===== src/rtl/timer_pair_pkg.sv =====
package timer_pair_pkg;

  localparam int NUM_HALVES = 2;

  // byte offsets decoded by software
  localparam logic [7:0] OFS_ID    = 8'h00;
  localparam logic [7:0] OFS_CNT0  = 8'h10;
  localparam logic [7:0] OFS_PRD0  = 8'h18;
  localparam logic [7:0] OFS_CTRL  = 8'h20;
  localparam logic [7:0] OFS_GLB   = 8'h24;

  // enable field position of each half in the control word
  localparam int MODE_POS [NUM_HALVES] = '{6, 22};

  localparam logic [1:0] EN_OFF  = 2'd0;
  localparam logic [1:0] EN_ONCE = 2'd1;
  localparam logic [1:0] EN_LOOP = 2'd2;

  localparam logic [1:0] GMODE_UNCHAINED = 2'd1;

  typedef struct packed {
    logic released;
    logic counting;
    logic oneShot;
    logic wrCnt;
    logic wrPrd;
  } halfCtl_t;

endpackage


===== src/rtl/timer_pair_half.sv =====
module timer_pair_half
  import timer_pair_pkg::*;
#(
  parameter int CNT_W = 32
) (
  input  logic             clk,
  input  logic             rstN,
  input  halfCtl_t         ctl,
  input  logic [CNT_W-1:0] wrData,
  output logic [CNT_W-1:0] cnt,
  output logic [CNT_W-1:0] prd,
  output logic             irq,
  output logic             oneShotDone
);

  logic hit;

  assign hit         = ctl.counting && !ctl.wrCnt && (cnt == prd);
  assign oneShotDone = hit && ctl.oneShot;

  always_ff @(posedge clk) begin
    if (!rstN) begin
      cnt <= '0;
      prd <= '0;
      irq <= 1'b0;
    end else begin
      if (ctl.wrPrd) prd <= wrData;
      if (!ctl.released)     cnt <= '0;
      else if (ctl.wrCnt)    cnt <= wrData;
      else if (hit)          cnt <= '0;
      else if (ctl.counting) cnt <= cnt + 1'b1;
      irq <= hit;
    end
  end

  // a half held in reset stays at zero and silent
  a_r4_reset_hold: assert property (@(posedge clk) disable iff (!rstN)
    !ctl.released |=> (cnt == '0) && !irq);

  // single step while counting below the period
  a_r3_step: assert property (@(posedge clk) disable iff (!rstN)
    ctl.counting && !ctl.wrCnt && (cnt != prd) |=> cnt == $past(cnt) + 1'b1);

  // an interrupt only follows a match while counting
  a_r6_irq_match: assert property (@(posedge clk) disable iff (!rstN)
    irq |-> ($past(cnt) == $past(prd)) && $past(ctl.counting));

  // software counter write lands on the next clock
  a_r9_cnt_write: assert property (@(posedge clk) disable iff (!rstN)
    ctl.released && ctl.wrCnt |=> cnt == $past(wrData));

endmodule


===== src/rtl/timer_pair_ctrl.sv =====
module timer_pair_ctrl
  import timer_pair_pkg::*;
#(
  parameter int          CNT_W    = 32,
  parameter logic [31:0] ID_VALUE = 32'h5443_0001
) (
  input  logic                                 clk,
  input  logic                                 rstN,
  input  logic [7:0]                           busAddr,
  input  logic                                 busWrEn,
  input  logic [NUM_HALVES-1:0][1:0]           modeWrData,
  input  logic [3:0]                           glbWrData,
  input  logic [NUM_HALVES-1:0][CNT_W-1:0]     cntRd,
  input  logic [NUM_HALVES-1:0][CNT_W-1:0]     prdRd,
  input  logic [NUM_HALVES-1:0]                oneShotDone,
  output halfCtl_t                             ctl [NUM_HALVES],
  output logic [CNT_W-1:0]                     rdData
);

  logic [3:0]                 glbQ;
  logic [NUM_HALVES-1:0][1:0] modeQ;
  logic                       wrCtrl;
  logic                       unchained;
  logic [CNT_W-1:0]           ctrlWord;

  assign wrCtrl    = busWrEn && (busAddr == OFS_CTRL);
  assign unchained = (glbQ[3:2] == GMODE_UNCHAINED);

  always_ff @(posedge clk) begin
    if (!rstN) glbQ <= '0;
    else if (busWrEn && (busAddr == OFS_GLB)) glbQ <= glbWrData;
  end

  for (genvar i = 0; i < NUM_HALVES; i++) begin : g_half
    localparam logic [7:0] CNT_OFS = OFS_CNT0 + 8'(4 * i);
    localparam logic [7:0] PRD_OFS = OFS_PRD0 + 8'(4 * i);

    always_ff @(posedge clk) begin
      if (!rstN)              modeQ[i] <= EN_OFF;
      else if (wrCtrl)        modeQ[i] <= modeWrData[i];
      else if (oneShotDone[i]) modeQ[i] <= EN_OFF;
    end

    always_comb begin
      ctl[i].released = glbQ[i];
      ctl[i].counting = glbQ[i] && unchained &&
                        ((modeQ[i] == EN_ONCE) || (modeQ[i] == EN_LOOP));
      ctl[i].oneShot  = (modeQ[i] == EN_ONCE);
      ctl[i].wrCnt    = busWrEn && (busAddr == CNT_OFS);
      ctl[i].wrPrd    = busWrEn && (busAddr == PRD_OFS);
    end

    // a finished one-shot disables itself unless software rewrites control
    a_r7_oneshot_clear: assert property (@(posedge clk) disable iff (!rstN)
      oneShotDone[i] && !wrCtrl |=> modeQ[i] == EN_OFF);
  end

  always_comb begin
    ctrlWord = '0;
    for (int i = 0; i < NUM_HALVES; i++) ctrlWord[MODE_POS[i] +: 2] = modeQ[i];
  end

  always_comb begin
    rdData = '0;
    case (busAddr)
      OFS_ID:   rdData = ID_VALUE;
      OFS_CTRL: rdData = ctrlWord;
      OFS_GLB:  rdData = {{(CNT_W-4){1'b0}}, glbQ};
      default: begin
        for (int i = 0; i < NUM_HALVES; i++) begin
          if (busAddr == OFS_CNT0 + 8'(4 * i)) rdData = cntRd[i];
          if (busAddr == OFS_PRD0 + 8'(4 * i)) rdData = prdRd[i];
        end
      end
    endcase
  end

endmodule


===== src/rtl/timer_pair_top.sv =====
module timer_pair_top
  import timer_pair_pkg::*;
#(
  parameter int          CNT_W    = 32,
  parameter logic [31:0] ID_VALUE = 32'h5443_0001
) (
  input  logic             clk,
  input  logic             rstN,
  input  logic [7:0]       busAddr,
  input  logic             busWrEn,
  input  logic [CNT_W-1:0] busWrData,
  output logic [CNT_W-1:0] busRdData,
  output logic             irqLo,
  output logic             irqHi
);

  halfCtl_t                           ctl [NUM_HALVES];
  logic [NUM_HALVES-1:0][CNT_W-1:0]   cntAll;
  logic [NUM_HALVES-1:0][CNT_W-1:0]   prdAll;
  logic [NUM_HALVES-1:0]              irqAll;
  logic [NUM_HALVES-1:0]              doneAll;
  logic [NUM_HALVES-1:0][1:0]         modeWr;

  for (genvar i = 0; i < NUM_HALVES; i++) begin : g_half
    assign modeWr[i] = busWrData[MODE_POS[i] +: 2];

    timer_pair_half #(.CNT_W(CNT_W)) u_half (
      .clk        (clk),
      .rstN       (rstN),
      .ctl        (ctl[i]),
      .wrData     (busWrData),
      .cnt        (cntAll[i]),
      .prd        (prdAll[i]),
      .irq        (irqAll[i]),
      .oneShotDone(doneAll[i])
    );
  end

  timer_pair_ctrl #(.CNT_W(CNT_W), .ID_VALUE(ID_VALUE)) u_ctrl (
    .clk        (clk),
    .rstN       (rstN),
    .busAddr    (busAddr),
    .busWrEn    (busWrEn),
    .modeWrData (modeWr),
    .glbWrData  (busWrData[3:0]),
    .cntRd      (cntAll),
    .prdRd      (prdAll),
    .oneShotDone(doneAll),
    .ctl        (ctl),
    .rdData     (busRdData)
  );

  assign irqLo = irqAll[0];
  assign irqHi = irqAll[1];

endmodule


===== config.mk =====
export PLATFORM = sky130hd
export DESIGN_NAME = timer_pair_top
export DESIGN_NICKNAME = d
export VERILOG_FILES = /design/src/rtl/timer_pair_pkg.sv /design/src/rtl/timer_pair_half.sv /design/src/rtl/timer_pair_ctrl.sv /design/src/rtl/timer_pair_top.sv
export SDC_FILE = /design/constraint.sdc
export NUM_CORES = 1
export LEC_CHECK = 0
export BUFFER_PORTS_ARGS = -buffer_cell sky130_fd_sc_hd__buf_2
export CAP_MARGIN = 20
export CELL_PAD_IN_SITES_DETAIL_PLACEMENT = 0
export CELL_PAD_IN_SITES_GLOBAL_PLACEMENT = 1
export CORE_MARGIN = 2
export CORE_UTILIZATION = 47
export DETAILED_ROUTE_END_ITERATION = 6
export GPL_TIMING_DRIVEN = 0
export HOLD_SLACK_MARGIN = 0.08
export PLACE_DENSITY = 0.8
export REMOVE_ABC_BUFFERS = 1
export SYNTH_ARGS = -nofsm -noshare
export SYNTH_HDL_FRONTEND = slang
export SYNTH_HIERARCHICAL = 1
export SYNTH_SLANG_ARGS = --single-unit

===== constraint.sdc =====
create_clock -name clk -period 3.6 [get_ports clk]
set_input_delay 0.36 -clock clk [delete_from_list [all_inputs] [get_ports clk]]
set_output_delay 0.36 -clock clk [all_outputs]
set_load 0.01 [all_outputs]

# Word level (Yosys, flattened, before mapping)
# Index checks and enable logic that the tools add are counted.
[totals] reg_bits=138 input_bits=43 wordCells=66
[op_classes] add_sub_neg=2 eq_ne=13 n_mux=15 reduce_logical=27
[op_table] cell="$mux 32" n=10
[op_table] cell="$pmux 32 s3" n=1
[op_table] cell="$add 32x1->32 const B" n=2
[op_table] cell="$eq 32x32->1" n=2
[op_table] cell="$eq 8x5->1 const B" n=4
[op_table] cell="$eq 8x6->1 const B" n=2
[op_table] cell="$logic_and 1x1->1" n=16
[op_table] cell="$logic_not 8->1" n=1
[op_table] cell="$mux 2" n=4
[op_table] cell="$eq 2x1->1 const B" n=3
[op_table] cell="$reduce_bool 3->1" n=2
[op_table] cell="$eq 2x2->1 const B" n=2
[op_table] cell="$reduce_and 2->1" n=2
[op_table] cell="$reduce_bool 2->1" n=2
[op_table] cell="$logic_not 1->1" n=2
[op_table] cell="$logic_or 1x1->1" n=2

# Logic depth before layout (Yosys ltp)
# Gate-level depths: netlist (run 1).
[logic_depth] word_depth=8 mapped_depth=10 depth_no_buf=9

# Cells and area by module
# The synthesis (run 1) kept the hierarchy.
[by_module_without_submodules] mod="timer_pair_half" n_inst=2 cells_per_inst=402 area_per_inst_um2=3663.5 seq_area_each_um2=1301.2
[by_module_without_submodules] mod="timer_pair_ctrl" n_inst=1 cells_per_inst=215 area_per_inst_um2=1765.4 seq_area_each_um2=160.2

# Least setup slack after synthesis (run 1)
# No wires, ideal clock.
[synth_timing] path_kind="in2reg" from="in busAddr[1]" to="reg g_half[1].u_half.cnt[27]" t_arrival_ns=2.649 slack_ns=0.878 cell_stages=7 n_path_buf=2 cell_sequence="or4_4 > nor2_2 > nor4b_2 > clkbuf_1 > dlygate4sd3_1 > a21oi_1 > o22ai_2"
[synth_rtl] element="start, declared" line_no="timer_pair_top.sv:9" text="input logic [7:0] busAddr,"
[synth_rtl] element="end signal, assigned" line_no="timer_pair_half.sv:29" text="else if (ctl.wrCnt) cnt <= wrData;"
[synth_rtl] element="end signal, assigned" line_no="timer_pair_half.sv:31" text="else if (ctl.counting) cnt <= cnt + 1'b1;"
[synth_rtl] element="end, declared" line_no="timer_pair_half.sv:10" text="output logic [CNT_W-1:0] cnt,"

==> summary.md, run 1 <==
| Metric | Value |
|---|---|
| Status | finished clean |
| Final setup viols | 0 |
| I/O Buffers | 76 |
| CP Launch Point | busAddr[5] |
| Initial core utilization | 48.3% |
| CTS Buf Count | 17 |
| Die area | roughly 20,000 sq um |
| Root Driver | clkbuf_16 |
| Hold Crit Class | in2reg |
| Worst-Margin Slew | approximately 940 ps |
| Tcrit/Tclk final | a little over nine tenths |
| Vias in the first global route | approximately 7,300 |
| CP endpoint kind | register |
| Via count | 8,110 |
| Die Span Y | approximately 140 um |
| Rows | 50 |
| EDFF count, synth | 0 |
| Final setup TNS | 0 ps |
| Global Route Usage Sum | 29.3% |
| Final hold viol count | 0 |
| Post-Syn Area | 9090 sq um |
| Boundary Pins | 77 |
| Crit Path Class | in2reg |
| Post-route DRC violation count | 0 |
| FFs w/ async S/R, synth | 0% |
| Maximum capacitance violations | 0 |
| Layout area overhead | 13.2% |
| Worst setup endpoint | g_half[1].u_half/cnt[20] |
| Synthesized instance count | 1,019 |
| Power Total | about 0.0033 W |
| R2R depth | 9 |
| Largest net degree at the start of global routing | 56 |
| DP HPWL | 20.9 mm |
| Max VDD drop | 0.312 mV |
| PD cells | 324 nW/um^2 |
| Fmax | 0.286 GHz |
| RSZ-0062 raised after global routing | false |
| Worst-path clk slew | 60 ps |
| Clk_lat worst skew | about 440 ps |
| Hold_sp | busWrData[1] |
| Final net count | 1,092 |
| Clock sink count | 138 |
| Final WS setup | about 110 ps |
| Largest family of logic cells by synthesized area | simple AND/OR/NAND/NOR gates |
| Static leakage | around 3.8 nW |
| Htree depth | 4 |
| Seq/Total Area, Yosys | 30.4% |
| Synth Area in Adders | 0.550% |
| Syn Area/Cell | 8.92 sq um |
| Worst R2R Setup Slack | 150 ps |
| Reg2reg start | u_ctrl/ctrlWord[23] |
| Arrival time worst endpoint | 3810 ps |
| Yosys reg bits | around 140 |
| WL final | 29.7 mm |
| Mux share of post-synthesis cell area | ~11% |
| Synth Area in Compound Gates | 12.5% |
| WP data required | 3910 ps |
| WL/cell | approximately 23 um |
| Chip Width | 143 um |
| Tmin final | 3490 ps |
| Starting DRT DRC Count | roughly 900 |
| RR Endpoint | g_half[1].u_half/cnt[20] |
| Slew Limit Fails | 0 |
| Placeable Area | 18,800 sq um |
| Vias/cell | 6.16 |
| Remaining Overflow, GRT | 0 |
| Remaining antenna violation count | 0 |
| Clock buffer depth | 2 |
| Layout Skew | 13.7 ps |
| Ys flop type | dfxtp_1 |
| Crit-path max FO | 21 |
| Post-Synth XOR/XNOR Area | between 10% and 20% |
| Critical path startpoint category | primary input |
| Hold path depth | 3 |
| ANT cells | 0 |
| Simple-gate share of the synthesized area | 27.1% |
| Hold Buf Count CTS | 0 |
| Pre-CTS setup slack | -498 ps |
| Initial antenna violation count | 0 |
| TritonRoute pass-1 iters | 5 |
| Worst slew margin | 37.1% |
| Synth cell types | 47 |
| Layout cells sized above 1 | 18.1% |
| CTS tree | built |
| First-pass GRT wire length | 45.0 mm |
| Routability Congestion | 0.842 |
| Number of synthesis warnings | 6 |
power by group:
part / internal [W] / leakage (nW) / switching, W / total (W)
clock: 0.000941 / 0.264 / 0.000691 / 0.00163
sequential: 0.00153 / 1.11 / 0.000000992 / 0.00153
combinational: 0.0000577 / 2.41 / 0.000113 / 0.000171
metrics by stage:
step / cells / area, sq um / hold slack [ps] / util (%)
after floorplan: 923 / 8570 / 455 / -
after global placement: 1259 / 9280 / 481 / 49.3
after detailed placement: 1283 / 9730 / 498 / 51.7
after CTS: 1315 / 10300 / 205 / 54.6
after global routing: 1317 / 10300 / 219 / 54.6
final: 1317 / 10300 / 221 / 54.6
cell type report:
| cell class | count | area, sq um |
|---|---|---|
| clock buffer | 23 | 488 |
| clock inverter | 8 | 45.0 |
| fill | 1770 | 8540 |
| inverter | 16 | 60.1 |
| multi-input combinational | 769 | 5820 |
| sequential | 138 | 2760 |
| tap | 260 | 325 |
| timing repair buffer | 103 | 790 |
critical path, cell delays in order:
cell      delay [ps]
buf_2            180
nand2b_2         780
nor2_2           250
nor4b_4          230
buf_8            190
buf_8            160
nand2b_1         160
or3_1            410
o31ai_4          720
buf_16           240
o22ai_1          100
flip-flops by register name, summed over array words and instances (netlist names):
signal,flops
g_half.u_half/cnt,64
g_half.u_half/irq,2
g_half.u_half/prd,64
u_ctrl/ctrlWord,4
u_ctrl/glbQ,4
how the worst min path moves through the flow:
| stage | to | slack, ps |
|---|---|---|
| after global routing | u_ctrl/glbQ[1] | 220 |
| after floorplan | u_ctrl/glbQ[2] | 460 |
| final | u_ctrl/glbQ[1] | 220 |
| after global placement | u_ctrl/glbQ[1] | 480 |
| after CTS | u_ctrl/glbQ[1] | 200 |
| after detailed placement | u_ctrl/ctrlWord[7] | 500 |
layer usage:
layer,track usage (%),vias to the layer above,part of all wire [%],wire length (um)
li1,-,3767,-,-
met1,43.2,3890,46,13600
met2,42.9,404,43,12700
met3,6.04,49,9.4,2790
met4,8.03,0,1.9,574
met5,0,-,0,0
cell families after synthesis:
group,after synthesis
and+or+nand+nor,378
AOI/OAI and AO/OA,178
DFF,138
xor gates and xnor gates,124
buffers and inverters,112
muxes,85
adders and majority gates,4
synthesized netlist by cell type (3+ instances only):
library cell	n	share of area, %
buf_4	12	0.99
or4_4	3	0.37
o22ai_1	58	4.0
nor3_1	15	0.83
xnor2_1	28	2.7
buf_1	6	0.25
buf_2	10	0.55
o22a_1	19	1.8
buf_6	10	1.2
mux2i_1	72	7.9
and4_1	13	1.3
nand2_1	32	1.3
clkbuf_1	52	2.1
and3_1	28	1.9
nand3_1	34	1.9
a21oi_1	83	4.6
inv_1	16	0.66
nand4_1	33	2.3
a22o_1	6	0.58
dfxtp_1	138	30
nor3b_1	58	4.8
ha_1	4	0.55
and2_1	9	0.62
xor2_1	96	9.2
nand2b_1	5	0.34
nor2_1	29	1.2
o22ai_2	4	0.55
nand3b_1	5	0.41
nor4_1	14	0.96
nor2b_1	65	4.5
nor4_2	24	3.3
mux4_2	13	3.2
placed cells by master, fill, tap and decap left out, drive strengths merged, types with 15 or more instances in the layout:
cell type and instances:
xor2 96, clkbuf 23, nand2 32, xnor2 28, nor2b 65, buf 103
nor3b 58, nor4 38, dfxtp 138, and3 30, a21oi 83, o22ai 62
mux2i 72, inv 16, o22a 19, nand4 35, nand3 34, nor3 15
nor2 30
timing repair:
action                                  4_1_cts  5_1_grt
setup buffers                                 1        2
gates resized for setup                       1        0
pin swaps                                     1        0
endpoints found under the setup margin       10       12
(Power assumes the default switching activity.)
==> inputs of run 2 (changes only) <==
--- a/config.mk
+++ b/config.mk
@@ -10,7 +10,7 @@
 export CELL_PAD_IN_SITES_DETAIL_PLACEMENT = 0
 export CELL_PAD_IN_SITES_GLOBAL_PLACEMENT = 1
 export CORE_MARGIN = 2
-export CORE_UTILIZATION = 47
+export CORE_UTILIZATION = 45
 export DETAILED_ROUTE_END_ITERATION = 6
 export GPL_TIMING_DRIVEN = 0
 export HOLD_SLACK_MARGIN = 0.08
@@ -18,5 +18,4 @@
 export REMOVE_ABC_BUFFERS = 1
 export SYNTH_ARGS = -nofsm -noshare
 export SYNTH_HDL_FRONTEND = slang
-export SYNTH_HIERARCHICAL = 1
 export SYNTH_SLANG_ARGS = --single-unit
==> summary.md, run 2 <==
| Metric | Value |
|---|---|
| Hold_ws | 234 ps |
| Commonest cells post-synth | 217 x nand2_1, 138 x dfxtp_1, 70 x a21boi_0, 67 x clkbuf_1, 63 x a22oi_1 |
| Ys flop type | dfxtp_1 |
| Remaining Overflow, GRT | 0 |
| WL final | 30.7 mm |
| Via count | 8,457 |
| Worst slew margin | 26.2% |
| Die area | 20,000 sq um |
| First-pass GRT wire length | 46.5 mm |
| Synth cell types | 64 |
| Synthesized instance count | about 1,100 |
| CP endpoint kind | register |
| Initial core utilization | between 40% and 50% |
| DRT met1 WL | 14.0 mm |
| Layout Skew | approximately 7.7 ps |
| Static leakage | 3.67 nW |
| Final WS setup | 419 ps |
| Critical path startpoint category | register |
| Top-count cell post-synth | nand2_1 |
| Fmax | 0.314 GHz |
| Number of fill cells in the layout | approximately 1,900 |
| Rows | 50 |
| TritonRoute pass-1 iters | 6 |
| Slowest stage cell, crit path | or3_2 |
| Worst-path clk slew | 60 ps |
| CP bufs+invs | 1 |
| Met2 wire len | 13.2 mm |
| RSZ-0062 raised after global routing | false |
| Register area | roughly 2800 sq um |
| Hold Crit Class | in2reg |
| Final hold viol count | 0 |
| Root Driver | clkbuf_16 |
| Most frequent cells in the layout | 216 x nand2_1, 138 x dfxtp_1, 76 x buf_2 |
| Pre-CTS setup slack | -441 ps |
| Top delay family on crit path | simple AND/OR/NAND/NOR gates |
| Vias in the first global route | around 7,500 |
| CTS tree | built |
| Largest net degree at the start of global routing | 46 |
| Hold Buf Count CTS | 0 |
| Initial antenna violation count | 0 |
| Slew Limit Fails | 0 |
| Met3 WL | 2.35 mm |
| PD cells | 377 nW/um^2 |
| Chip Width | 141 um |
| CTS Buf Count | 17 |
| EDFF count, synth | 0 |
| Crit-path max FO | 24 |
| Final setup viols | 0 |
| Status | finished clean |
| Arrival time worst endpoint | 3510 ps |
| Yosys top cell by area | dfxtp_1 |
| WL/cell | 22.5 um |
| Layout area overhead | 13.2% |
| Clk_lat worst skew | 430 ps |
| Crit Path Class | reg2reg |
| Ranking of synthesized cells by area | dfxtp_1 33%, nand2_1 9.6%, a21boi_0 6.2% |
| Footprint of the multi-input gates | 5290 sq um |
| Boundary Pins | between 70 and 80 |
| Max incr delay on CP | 800 ps |
| Vias/cell | 6.20 |
| Seq/Total Area, Yosys | between 30% and 40% |
| Yosys reg bits | 138 |
| Clock sink count | 138 |
| Clock buffer depth | 2 |
| Yosys top cell area share | 32.5% |
| Post-Syn Area | 8500 sq um |
| Post-route DRC violation count | 0 |
| Final net count | 1,165 |
| Global Route Usage Sum | 30.6% |
| Die Span Y | 141 um |
| DP HPWL | around 22 mm |
| Htree depth | 4 |
| Final setup TNS | 0 ps |
| Remaining antenna violation count | 0 |
| FFs w/ async S/R, synth | 0% |
| Placeable Area | 18,600 sq um |
| Starting DRT DRC Count | roughly 950 |
| Commonest non-fill, non-tap cell in the layout | nand2_1 |
| Syn Area/Cell | 7.67 sq um |
| Routability Congestion | 0.892 |
| Worst path cell trace | inv_1, ha_1, nand3b_1, or3_2, nand2b_1, o22ai_1 |
| Layout cells sized above 1 | 12.6% |
| Worst-Margin Slew | 1100 ps |
| Tcrit/Tclk final | between 80% and 90% |
| Tmin final | 3180 ps |
| Power Total | 0.00362 W |
| Max VDD drop | 0.282 mV |
| DR top layer | met4 |
| Number of synthesis warnings | 0 |
| Maximum capacitance violations | 0 |
| I/O Buffers | 76 |
| WP data required | roughly 3900 ps |
| Setup Buffers After CTS | 0 |
| Top flop regs | g_half.u_half.cnt x64, g_half.u_half.prd x64 |
| ANT cells | 0 |
==> run 2: cell count changes in the layout (fill, tap and decap cells not counted), sizes merged, moves of 43 or more <==
cell | before | now
xor2 | 96 | 53
a22oi | 0 | 63
nand2 | 32 | 217
a21boi | 0 | 70
mux2i | 72 | 11
nor2b | 65 | 5
nor3b | 58 | 0
==> run 2: cells by family (layout without fill, tap and decap cells) <==
kind of cell	count (synthesis)	after routing	synth area share, %
simple gates	468	468	27.3
compound gates	279	279	22.5
flops	138	138	32.5
buf+inv	108	131	5.49
xor+xnor	99	99	10.2
mux	12	12	1.43
fa+ha+maj	4	4	0.589
==> run 2: stage by stage <==
step	cells	instance area [sq um]	utilization, %
2_1_floorplan	1012	8080	-
3_3_place_gp	1322	8750	46.9
3_5_place_dp	1332	8960	48.0
4_1_cts	1364	9610	51.6
5_1_grt	1365	9620	51.6
6_report	1365	9620	51.6
==> run 2: worst paths after layout <==
check | from | to | slack [ps] | cells after the start
min | busWrData[31] | g_half[0].u_half.prd[31] | 230 | 3
max reg2reg | u_ctrl.ctrlWord[7] | g_half[0].u_half.cnt[15] | 420 | 6
min reg2reg | u_ctrl.glbQ[2] | u_ctrl.glbQ[2] | 480 | 2
max | u_ctrl.ctrlWord[7] | g_half[0].u_half.cnt[15] | 420 | 6
==> run 2: routing by layer <==
metal | track usage [%] | up-vias
met4 | 11.4 | 0
li1 | - | 3980
met3 | 5.03 | 55
met1 | 44.1 | 4031
met2 | 46.0 | 391
met5 | 0 | -
==> run 2: what timing repair did <==
| action | in CTS | in global routing |
|---|---|---|
| endpoints found under the setup margin | 1 | 4 |
| gates resized for setup | 1 | 1 |
| endpoints found under the hold margin | 0 | 0 |
==> run 2: cell type report <==
type | instances | area share, %
Clock inverter | 11 | 2.00
Clock buffer | 21 | 4.79
Multi-Input combinational cell | 862 | 55.0
Sequential cell | 138 | 28.7
Tap cell | 234 | 3.04
Inverter | 12 | 0.468
Timing Repair Buffer | 87 | 5.97
==> run 2: power by group <==
group / switching (W) / internal (W) / total, W
combinational: 0.0000843 / 0.0000380 / 0.000122
clock: 0.000707 / 0.00127 / 0.00197
sequential: 0.000000972 / 0.00153 / 0.00153
==> run 2: worst register-to-register path, stage by stage, from the launching register on <==
cell and delay (ps):
dfxtp_1 350, inv_1 50, ha_1 280, nand3b_1 760
or3_2 810, nand2b_1 520, o22ai_1 310
